**config.mk**
```make
export PLATFORM = sky130hd
export DESIGN_NAME = irq_req_latch
export DESIGN_NICKNAME = d
export VERILOG_FILES = /design/src/rtl/irql_pkg.sv /design/src/rtl/irql_sync.sv /design/src/rtl/irql_mode_reg.sv /design/src/rtl/irql_line.sv /design/src/rtl/irq_req_latch.sv
export SDC_FILE = /design/constraint.sdc
export NUM_CORES = 1
export LEC_CHECK = 0
export BUFFER_PORTS_ARGS = -buffer_cell sky130_fd_sc_hd__buf_4
export CORE_ASPECT_RATIO = 1.1
export CORE_MARGIN = 3
export CORE_UTILIZATION = 54
export DETAILED_ROUTE_END_ITERATION = 10
export PLACE_DENSITY = 0.82
export SLEW_MARGIN = 30
export SYNTH_ARGS = -nofsm -noshare
export SYNTH_HDL_FRONTEND = slang
export SYNTH_SLANG_ARGS = --single-unit
```
**constraint.sdc**
```tcl
create_clock -name clk -period 1.1 [get_ports clk]
set_input_delay 0.11 -clock clk [delete_from_list [all_inputs] [get_ports clk]]
set_output_delay 0.11 -clock clk [all_outputs]
set_load 0.02 [all_outputs]
```
**src/rtl/irql_pkg.sv**
```systemverilog
package irql_pkg;

  typedef enum logic {
    TRIG_EDGE  = 1'b0,
    TRIG_LEVEL = 1'b1
  } trig_mode_e;

  // Edge detect against the stored previous synchronised level.
  function automatic logic rise_of(input logic now_lvl, input logic prev_lvl);
    return now_lvl & ~prev_lvl;
  endfunction

  // Next value of one request bit.
  function automatic logic next_req_bit(
    input trig_mode_e mode,
    input logic       now_lvl,
    input logic       prev_lvl,
    input logic       req_now,
    input logic       ack_hit
  );
    logic keep;
    if (mode == TRIG_LEVEL) begin
      return now_lvl;
    end
    keep = req_now & ~ack_hit;
    return rise_of(now_lvl, prev_lvl) | keep;
  endfunction

endpackage

```
**src/rtl/irql_sync.sv**
```systemverilog
module irql_sync #(
  parameter int WIDTH  = 8,
  parameter int STAGES = 2
) (
  input  logic             clk,
  input  logic             rst_n,
  input  logic [WIDTH-1:0] async_in,
  output logic [WIDTH-1:0] sync_out
);
  localparam int LAST = STAGES - 1;

  logic [WIDTH-1:0] chain [STAGES];

  always_ff @(posedge clk) begin
    if (!rst_n) begin
      for (int s = 0; s < STAGES; s++) chain[s] <= '0;
    end else begin
      chain[0] <= async_in;
      for (int s = 1; s < STAGES; s++) chain[s] <= chain[s-1];
    end
  end

  assign sync_out = chain[LAST];

  initial begin
    assert (STAGES >= 2) else $error("irql_sync needs at least two stages");
  end
endmodule

```
**src/rtl/irql_mode_reg.sv**
```systemverilog
module irql_mode_reg #(
  parameter int               WIDTH = 8,
  parameter logic [WIDTH-1:0] MASK  = '1
) (
  input  logic             clk,
  input  logic             rst_n,
  input  logic             we,
  input  logic [WIDTH-1:0] wdata,
  output logic [WIDTH-1:0] mode_q
);
  logic [WIDTH-1:0] masked_wdata;
  assign masked_wdata = wdata & MASK;

  always_ff @(posedge clk) begin
    if (!rst_n)  mode_q <= '0;
    else if (we) mode_q <= masked_wdata;
  end

  assert_mode_load_R2: assert property (@(posedge clk) disable iff (!rst_n)
    we |=> (mode_q == ($past(wdata) & MASK)));

  assert_mode_hold_R2: assert property (@(posedge clk) disable iff (!rst_n)
    !we |=> $stable(mode_q));
endmodule

```
**src/rtl/irql_line.sv**
```systemverilog
module irql_line
  import irql_pkg::*;
(
  input  logic clk,
  input  logic rst_n,
  input  logic level_mode,
  input  logic sync_lvl,
  input  logic ack_hit,
  output logic req
);
  trig_mode_e mode;
  logic       prev_lvl;
  logic       rise_evt;
  logic       req_next;

  assign mode     = level_mode ? TRIG_LEVEL : TRIG_EDGE;
  assign rise_evt = rise_of(sync_lvl, prev_lvl);
  assign req_next = next_req_bit(mode, sync_lvl, prev_lvl, req, ack_hit);

  always_ff @(posedge clk) begin
    if (!rst_n) begin
      prev_lvl <= 1'b0;
      req      <= 1'b0;
    end else begin
      prev_lvl <= sync_lvl;
      req      <= req_next;
    end
  end

  assert_level_track_R3: assert property (@(posedge clk) disable iff (!rst_n)
    level_mode |=> (req == $past(sync_lvl)));

  assert_edge_set_R4: assert property (@(posedge clk) disable iff (!rst_n)
    (!level_mode && rise_evt) |=> req);

  assert_edge_hold_R5: assert property (@(posedge clk) disable iff (!rst_n)
    (!level_mode && req && !ack_hit) |=> req);

  assert_ack_clear_R6: assert property (@(posedge clk) disable iff (!rst_n)
    (!level_mode && ack_hit && !rise_evt) |=> !req);

  assert_edge_no_rearm_R9: assert property (@(posedge clk) disable iff (!rst_n)
    (!level_mode && !req && !rise_evt) |=> !req);
endmodule

```
**src/rtl/irq_req_latch.sv**
```systemverilog
module irq_req_latch #(
  parameter int                   NUM_LINES     = 8,
  parameter int                   SYNC_STAGES   = 2,
  parameter logic [NUM_LINES-1:0] WRITABLE_MASK = 8'hFB,
  parameter int                   IDX_W         = $clog2(NUM_LINES)
) (
  input  logic                 clk,
  input  logic                 rst_n,
  input  logic [NUM_LINES-1:0] irq_in,
  input  logic                 mode_we,
  input  logic [NUM_LINES-1:0] mode_wdata,
  input  logic                 ack_stb,
  input  logic [IDX_W-1:0]     ack_idx,
  output logic [NUM_LINES-1:0] mode_q,
  output logic [NUM_LINES-1:0] req_q
);
  logic [NUM_LINES-1:0] sync_lvl;
  logic [NUM_LINES-1:0] ack_hit;

  irql_sync #(.WIDTH(NUM_LINES), .STAGES(SYNC_STAGES)) u_sync (
    .clk      (clk),
    .rst_n    (rst_n),
    .async_in (irq_in),
    .sync_out (sync_lvl)
  );

  irql_mode_reg #(.WIDTH(NUM_LINES), .MASK(WRITABLE_MASK)) u_mode (
    .clk    (clk),
    .rst_n  (rst_n),
    .we     (mode_we),
    .wdata  (mode_wdata),
    .mode_q (mode_q)
  );

  for (genvar i = 0; i < NUM_LINES; i++) begin : g_line
    assign ack_hit[i] = ack_stb && (ack_idx == IDX_W'(i));

    irql_line u_line (
      .clk        (clk),
      .rst_n      (rst_n),
      .level_mode (mode_q[i]),
      .sync_lvl   (sync_lvl[i]),
      .ack_hit    (ack_hit[i]),
      .req        (req_q[i])
    );
  end

  assert_ack_onehot_R6: assert property (@(posedge clk) disable iff (!rst_n)
    $onehot0(ack_hit));

  assert_ack_level_ignored_R7: assert property (@(posedge clk) disable iff (!rst_n)
    (ack_stb && mode_q[ack_idx] && sync_lvl[ack_idx]) |=> req_q[$past(ack_idx)]);

  assert_reset_state_R1: assert property (@(posedge clk)
    !rst_n |=> (req_q == '0 && mode_q == '0));
endmodule

```
==> results of run 1 <==
sequential cells by signal (all words and copies together) (netlist names):
name                    cells
g_line.u_line.prev_lvl      8
u_mode.mode_q               7
g_line.u_line.req           8
u_sync.chain               16
path summary, 6_finish.rpt:
kind	start	end	slack (ns)	depth (start not counted)
hold reg to reg	u_sync.chain[0][7]	u_sync.chain[0][15]	0.44	1
setup / recovery	u_mode.mode_q[1]	mode_q[1]	0.09	1
hold / removal	mode_wdata[1]	u_mode.mode_q[1]	0.03	3
setup reg to reg	u_mode.mode_q[5]	g_line[5].u_line.req	0.29	2
power breakdown:
group / switching [mW] / internal [mW] / total, mW / leakage (nW)
Clock: 0.421 / 0.376 / 0.798 / 0.0386
Sequential: 0.0299 / 1.48 / 1.51 / 0.321
Combinational: 0.127 / 0.166 / 0.293 / 0.438
metal layers:
layer | track usage | routed length, um | vias up
met5 | 0 | 0 | -
met4 | 0.1042 | 59 | 0
met3 | 0.04894 | 127 | 7
met2 | 0.2736 | 1157 | 27
met1 | 0.1400 | 959 | 419
li1 | - | - | 487
worst min-delay path: stages:
cell and delay, ns:
buf_4 0.08, mux2i_1 0.05, nor2b_1 0.09
cells in the final DEF (no fill, tap or decap), types with 2 or more instances in the layout:
cell	count
and4bb_1	2
buf_4	36
and2_4	3
nor2b_1	14
a32o_1	4
clkbuf_8	2
dfxtp_1	38
and2_1	18
nand2b_1	4
nand2_1	7
inv_1	3
clkbuf_4	5
o32ai_2	2
dlygate4sd3_1	8
nand4b_1	3
mux2i_1	7
through the flow:
stage	std cells	power, mW
after floorplan	134	1.727
after global placement	180	1.802
after detailed placement	180	1.814
after CTS	196	2.632
after global routing	196	2.728
final	196	2.598
final cells by class:
cell class / count / area [um^2]
flip-flops and latches: 39 / 782.0
multi-input cells: 71 / 524.3
fillers: 207 / 768.2
well taps: 31 / 38.79
clock buffers: 8 / 68.82
inverters: 3 / 11.26
repair buffers: 44 / 350.3
kinds of logic after synthesis:
family,share of synthesized area
DFF,0.5338
buffers and inverters,0.1078
other,0.002564
muxes,0.04791
AOI/OAI and AO/OA,0.05902
and+or+nand+nor,0.2489
timing repair:
action | 4_1_cts | 5_1_grt
setup endpoints to repair | 0 | 1
gates resized for setup | 0 | 1
hold endpoints to repair | 8 | 0
hold buffers | 8 | 0
==> impl_metrics.json, run 1 <==
{
  "tritoncts": "built",
  "cap_violations": 0,
  "viasPerCell": 4.796,
  "fin_crit_ns": 1.007,
  "drive_gt1_frac": 0.3030,
  "dpl.hpwl_um": 1601,
  "drt_pre_antenna_iters": 3,
  "hold_viol": 0,
  "clock_skew_ns": 0.005810,
  "drtAntennaViolNets": 0,
  "vias": 940,
  "design.core.area_mm2": 0.002544,
  "drc": 0,
  "status": "finished, final reports clean",
  "min_path_type": "in2reg",
  "yosysMostFrequentCell": "dfxtp_1",
  "cts.htree.levels": 2,
  "dr.first_iter.drc_count": 4,
  "initial_utilization": 0.5750,
  "startpoint_type": "flop",
  "synthTopCellsByCount": "dfxtp_1 (39), and2_1 (18), buf_4 (17)",
  "ys_warn_count": 0,
  "cts_max_path_buffers": 2,
  "portBuffers": 36,
  "clock_latency_ns": 0.33,
  "overflow": 0,
  "netlist.area_leader.share": 0.5338,
  "power_density_mw_per_mm2": 1463,
  "grt_antenna_before_repair": 0,
  "rsz0062_at_grt": "no",
  "routed_wl_um": 2305,
  "first_global_vias": 902,
  "die_height_um": 60.59,
  "clk_pin_slew_ns": 0.10,
  "crit_buf_inv": 1,
  "root_buffer": "clkbuf_4",
  "crit_path_max_incr_delay_ns": 0.40,
  "cts_buffers": 5,
  "crit_fanout": 4,
  "rows": 19,
  "grt_max_degree": 41,
  "syn-num-nets": 157,
  "min_period_over_period": 0.9151,
  "cts_setup_buffers": 0,
  "end_kind": "output port",
  "die_w_um": 55.62,
  "cts.sinks": 39,
  "finalNetCount": 187,
  "critical_path_arrival_ns": 0.90,
  "crit_type": "reg2out",
  "synth_area_leaders": "dfxtp_1 (53%), buf_4 (8.7%), and2_1 (7.7%)",
  "drt-wirelength-per-cell_um": 11.76,
  "syn_area_per_cell_um2": 10.92,
  "place.gp.congestion": 0.6846,
  "synth_seq_area_share": 0.5338,
  "cp_slowest_cell": "dfxtp_1",
  "worstPathRequired_ns": 0.99,
  "post-place-ws_ns": 0.2272,
  "timing.final.ws_setup_ns": 0.09341,
  "timing.fmax_ghz": 0.9935,
  "finish.utilization": 0.6980,
  "gr-usage-all-layers": 0.1475,
  "ys.flop_type": "dfxtp_1",
  "path_cells": "buf_4",
  "cp_top_family": "flip-flops",
  "io_pins": 39,
  "synthCells": 134,
  "synth.cell_area_mm2": 0.001463,
  "diodes": 0,
  "leakage_nw": 0.7975,
  "whs_ns": 0.03032,
  "slew_violations": 0,
  "placed_area_mm2": 0.001625,
  "synth-edff-count": 0,
  "irDropWorstVdd_uv": 1141,
  "yosysTopAreaCell": "dfxtp_1",
  "yosysUniqueCellTypes": 22,
  "fin_setup_tns_ns": 0,
  "die-area_mm2": 0.003370,
  "setup_viol_count_final": 0,
  "post-route-cell-area_mm2": 0.001775,
  "synthArstFlopShare": 0,
  "areaGrowthSynthToFinish_pct": 21.39,
  "ys_ff_latch": 39,
  "grt_pass1_wl_um": 3705
}
(Power assumes the default switching activity.)
==> inputs of run 2 (changes only) <==
Settings changed: BUFFER_PORTS_ARGS -buffer_cell sky130_fd_sc_hd__buf_4 to -buffer_cell sky130_fd_sc_hd__clkbuf_2.
==> run 2 against run 1 <==
First-iteration DRC count grew to 5.0 times the previous value. Clock power decreased by 17%. Sequential power hardly changed. Critical path type unchanged. Power down 6.5%. Combinational power fell by 10%. Via count is 3.6% higher. Utilization fell by 3.6 points. Non-clock buffer count grew 2. Final area fell by 5.2%. Critical path depth unchanged. Clock skew rose by 0.0018 ns. Wire length rose by 0.17%.
==> impl_metrics.json, run 2 (synthesized netlist as in run 1, its figures left out) <==
{
  "status": "finished, final reports clean",
  "cts_max_path_buffers": 2,
  "drtAntennaViolNets": 0,
  "setup_viol_count_final": 0,
  "layout_commonest_cell": "dfxtp_1",
  "routed_wl_um": 2309,
  "vias": 974,
  "hold_end": "u_mode.mode_q[7]",
  "rows": 19,
  "finish.utilization": 0.6616,
  "critical_path_arrival_ns": 0.89,
  "nFillCells": 225,
  "largest_reg_flops": 16,
  "areaGrowthSynthToFinish_pct": 15.06,
  "drive_gt1_frac": 0.3114,
  "cap_violations": 0,
  "crit_type": "reg2out",
  "slew_violations": 0,
  "drc": 0,
  "min_path_type": "in2reg",
  "drt_pre_antenna_iters": 4,
  "tritoncts": "built",
  "timing.fmax_ghz": 0.9964,
  "clk_pin_slew_ns": 0.11,
  "rr_endpoint": "g_line[3].u_line.req",
  "power.total_mw": 2.430,
  "first_global_vias": 944,
  "die-area_mm2": 0.003370,
  "layout_common_cells": "dfxtp_1 (37), clkbuf_2 (36), and2_1 (18)",
  "cp_slowest_cell": "dfxtp_1",
  "reg2reg_from": "u_mode.mode_q[3]",
  "dr.first_iter.drc_count": 20,
  "drt-wirelength-per-cell_um": 11.66,
  "end_kind": "output port",
  "min_period_over_period": 0.9124,
  "r2r_cells": 2,
  "cts.htree.levels": 2,
  "finalNetCount": 189,
  "crit_buf_inv": 1,
  "die_w_um": 55.62,
  "place.gp.congestion": 0.6616,
  "grt_antenna_before_repair": 0,
  "irDropWorstVdd_uv": 1075,
  "crit_fanout": 4,
  "io_pins": 39,
  "whs_path_depth": 3,
  "fin_setup_tns_ns": 0,
  "grt_max_degree": 21,
  "post-place-ws_ns": 0.1496,
  "initial_utilization": 0.5750,
  "reg2reg_slack_ns": 0.31,
  "gr-usage-all-layers": 0.1518,
  "startpoint_type": "flop",
  "timing.final.ws_setup_ns": 0.09635,
  "fin_crit_ns": 1.004,
  "viasPerCell": 4.919,
  "cp_top_family": "flip-flops",
  "clock_skew_ns": 0.007597,
  "rsz0062_at_grt": "no",
  "clock_latency_ns": 0.33,
  "hold_viol": 0,
  "leakage_nw": 0.7729,
  "diodes": 0,
  "cts_buffers": 5,
  "worstPathRequired_ns": 0.99,
  "cts.sinks": 39,
  "portBuffers": 36,
  "top_regs": "u_sync.chain: 16 flops, g_line.u_line.prev_lvl: 8 flops, g_line.u_line.req: 8 flops",
  "top_register": "u_sync.chain",
  "path_cells": "clkbuf_2",
  "root_buffer": "clkbuf_4",
  "crit_path_max_incr_delay_ns": 0.39,
  "hp-start": "mode_wdata[7]",
  "power_density_mw_per_mm2": 1444,
  "die_height_um": 60.59,
  "design.core.area_mm2": 0.002544,
  "grt_pass1_wl_um": 3891,
  "overflow": 0
}
-- run 2: cell count changes in the layout (fill, tap and decap cells not counted), sizes merged --
cell,before,now
clkinv,0,1
buf,36,2
clkbuf,8,43
-- run 2: where the power goes --
group	internal [mW]	total (mW)	switching, mW
Combinational	0.133	0.263	0.130
Sequential	1.48	1.51	0.0295
Clock	0.249	0.659	0.410
-- run 2: stage by stage --
step	cell area [um^2]	hold WS (ns)	std cells
2_1_floorplan	1463	0.2373	134
3_3_place_gp	1550	0.3154	182
5_1_grt	1683	0.03892	198
6_report	1683	0.03903	198
3_5_place_dp	1550	0.3214	182
4_1_cts	1680	0.03608	198
-- run 2: area by class of cell --
class / instances / area (um^2) / share of cell area
flip-flops and latches: 39 / 783.3 / 0.4654
multi-input cells: 71 / 524.3 / 0.3115
inverters: 3 / 11.26 / 0.006691
clock inverters: 1 / 5.005 / 0.002974
clock buffers: 7 / 45.04 / 0.02677
well taps: 31 / 38.79 / 0.02305
repair buffers: 46 / 275.3 / 0.1636
-- run 2: worst max path at each step --
stage          slack, ns                  from                   end  cells after the start
2_1_floorplan       0.36  g_line[3].u_line.req  g_line[3].u_line.req                      2
3_3_place_gp        0.17                 rst_n  g_line[3].u_line.req                      3
3_5_place_dp        0.15                 rst_n  g_line[3].u_line.req                      3
4_1_cts             0.04      u_mode.mode_q[4]             mode_q[4]                      1
5_1_grt             0.03      u_mode.mode_q[0]             mode_q[0]                      1
6_report             0.1      u_mode.mode_q[6]             mode_q[6]                      1
-- run 2: layer usage --
layer | wire length, um | global-route usage
met1 | 873 | 0.1421
met2 | 1259 | 0.2905
met3 | 137 | 0.05745
met4 | 39 | 0.08333
met5 | 0 | 0
-- run 2: tightest hold or removal path: stages --
cell	delay, ns
clkbuf_2	0.07
mux2i_1	0.06
nor2b_1	0.09
-- run 2: what timing repair did --
item / in CTS / in global routing
setup endpoints to repair: 0 / 2
endpoints found under the hold margin: 8 / 0
resized for setup: 0 / 2
setup buffers: 0 / 0
hold buffers: 8 / 0
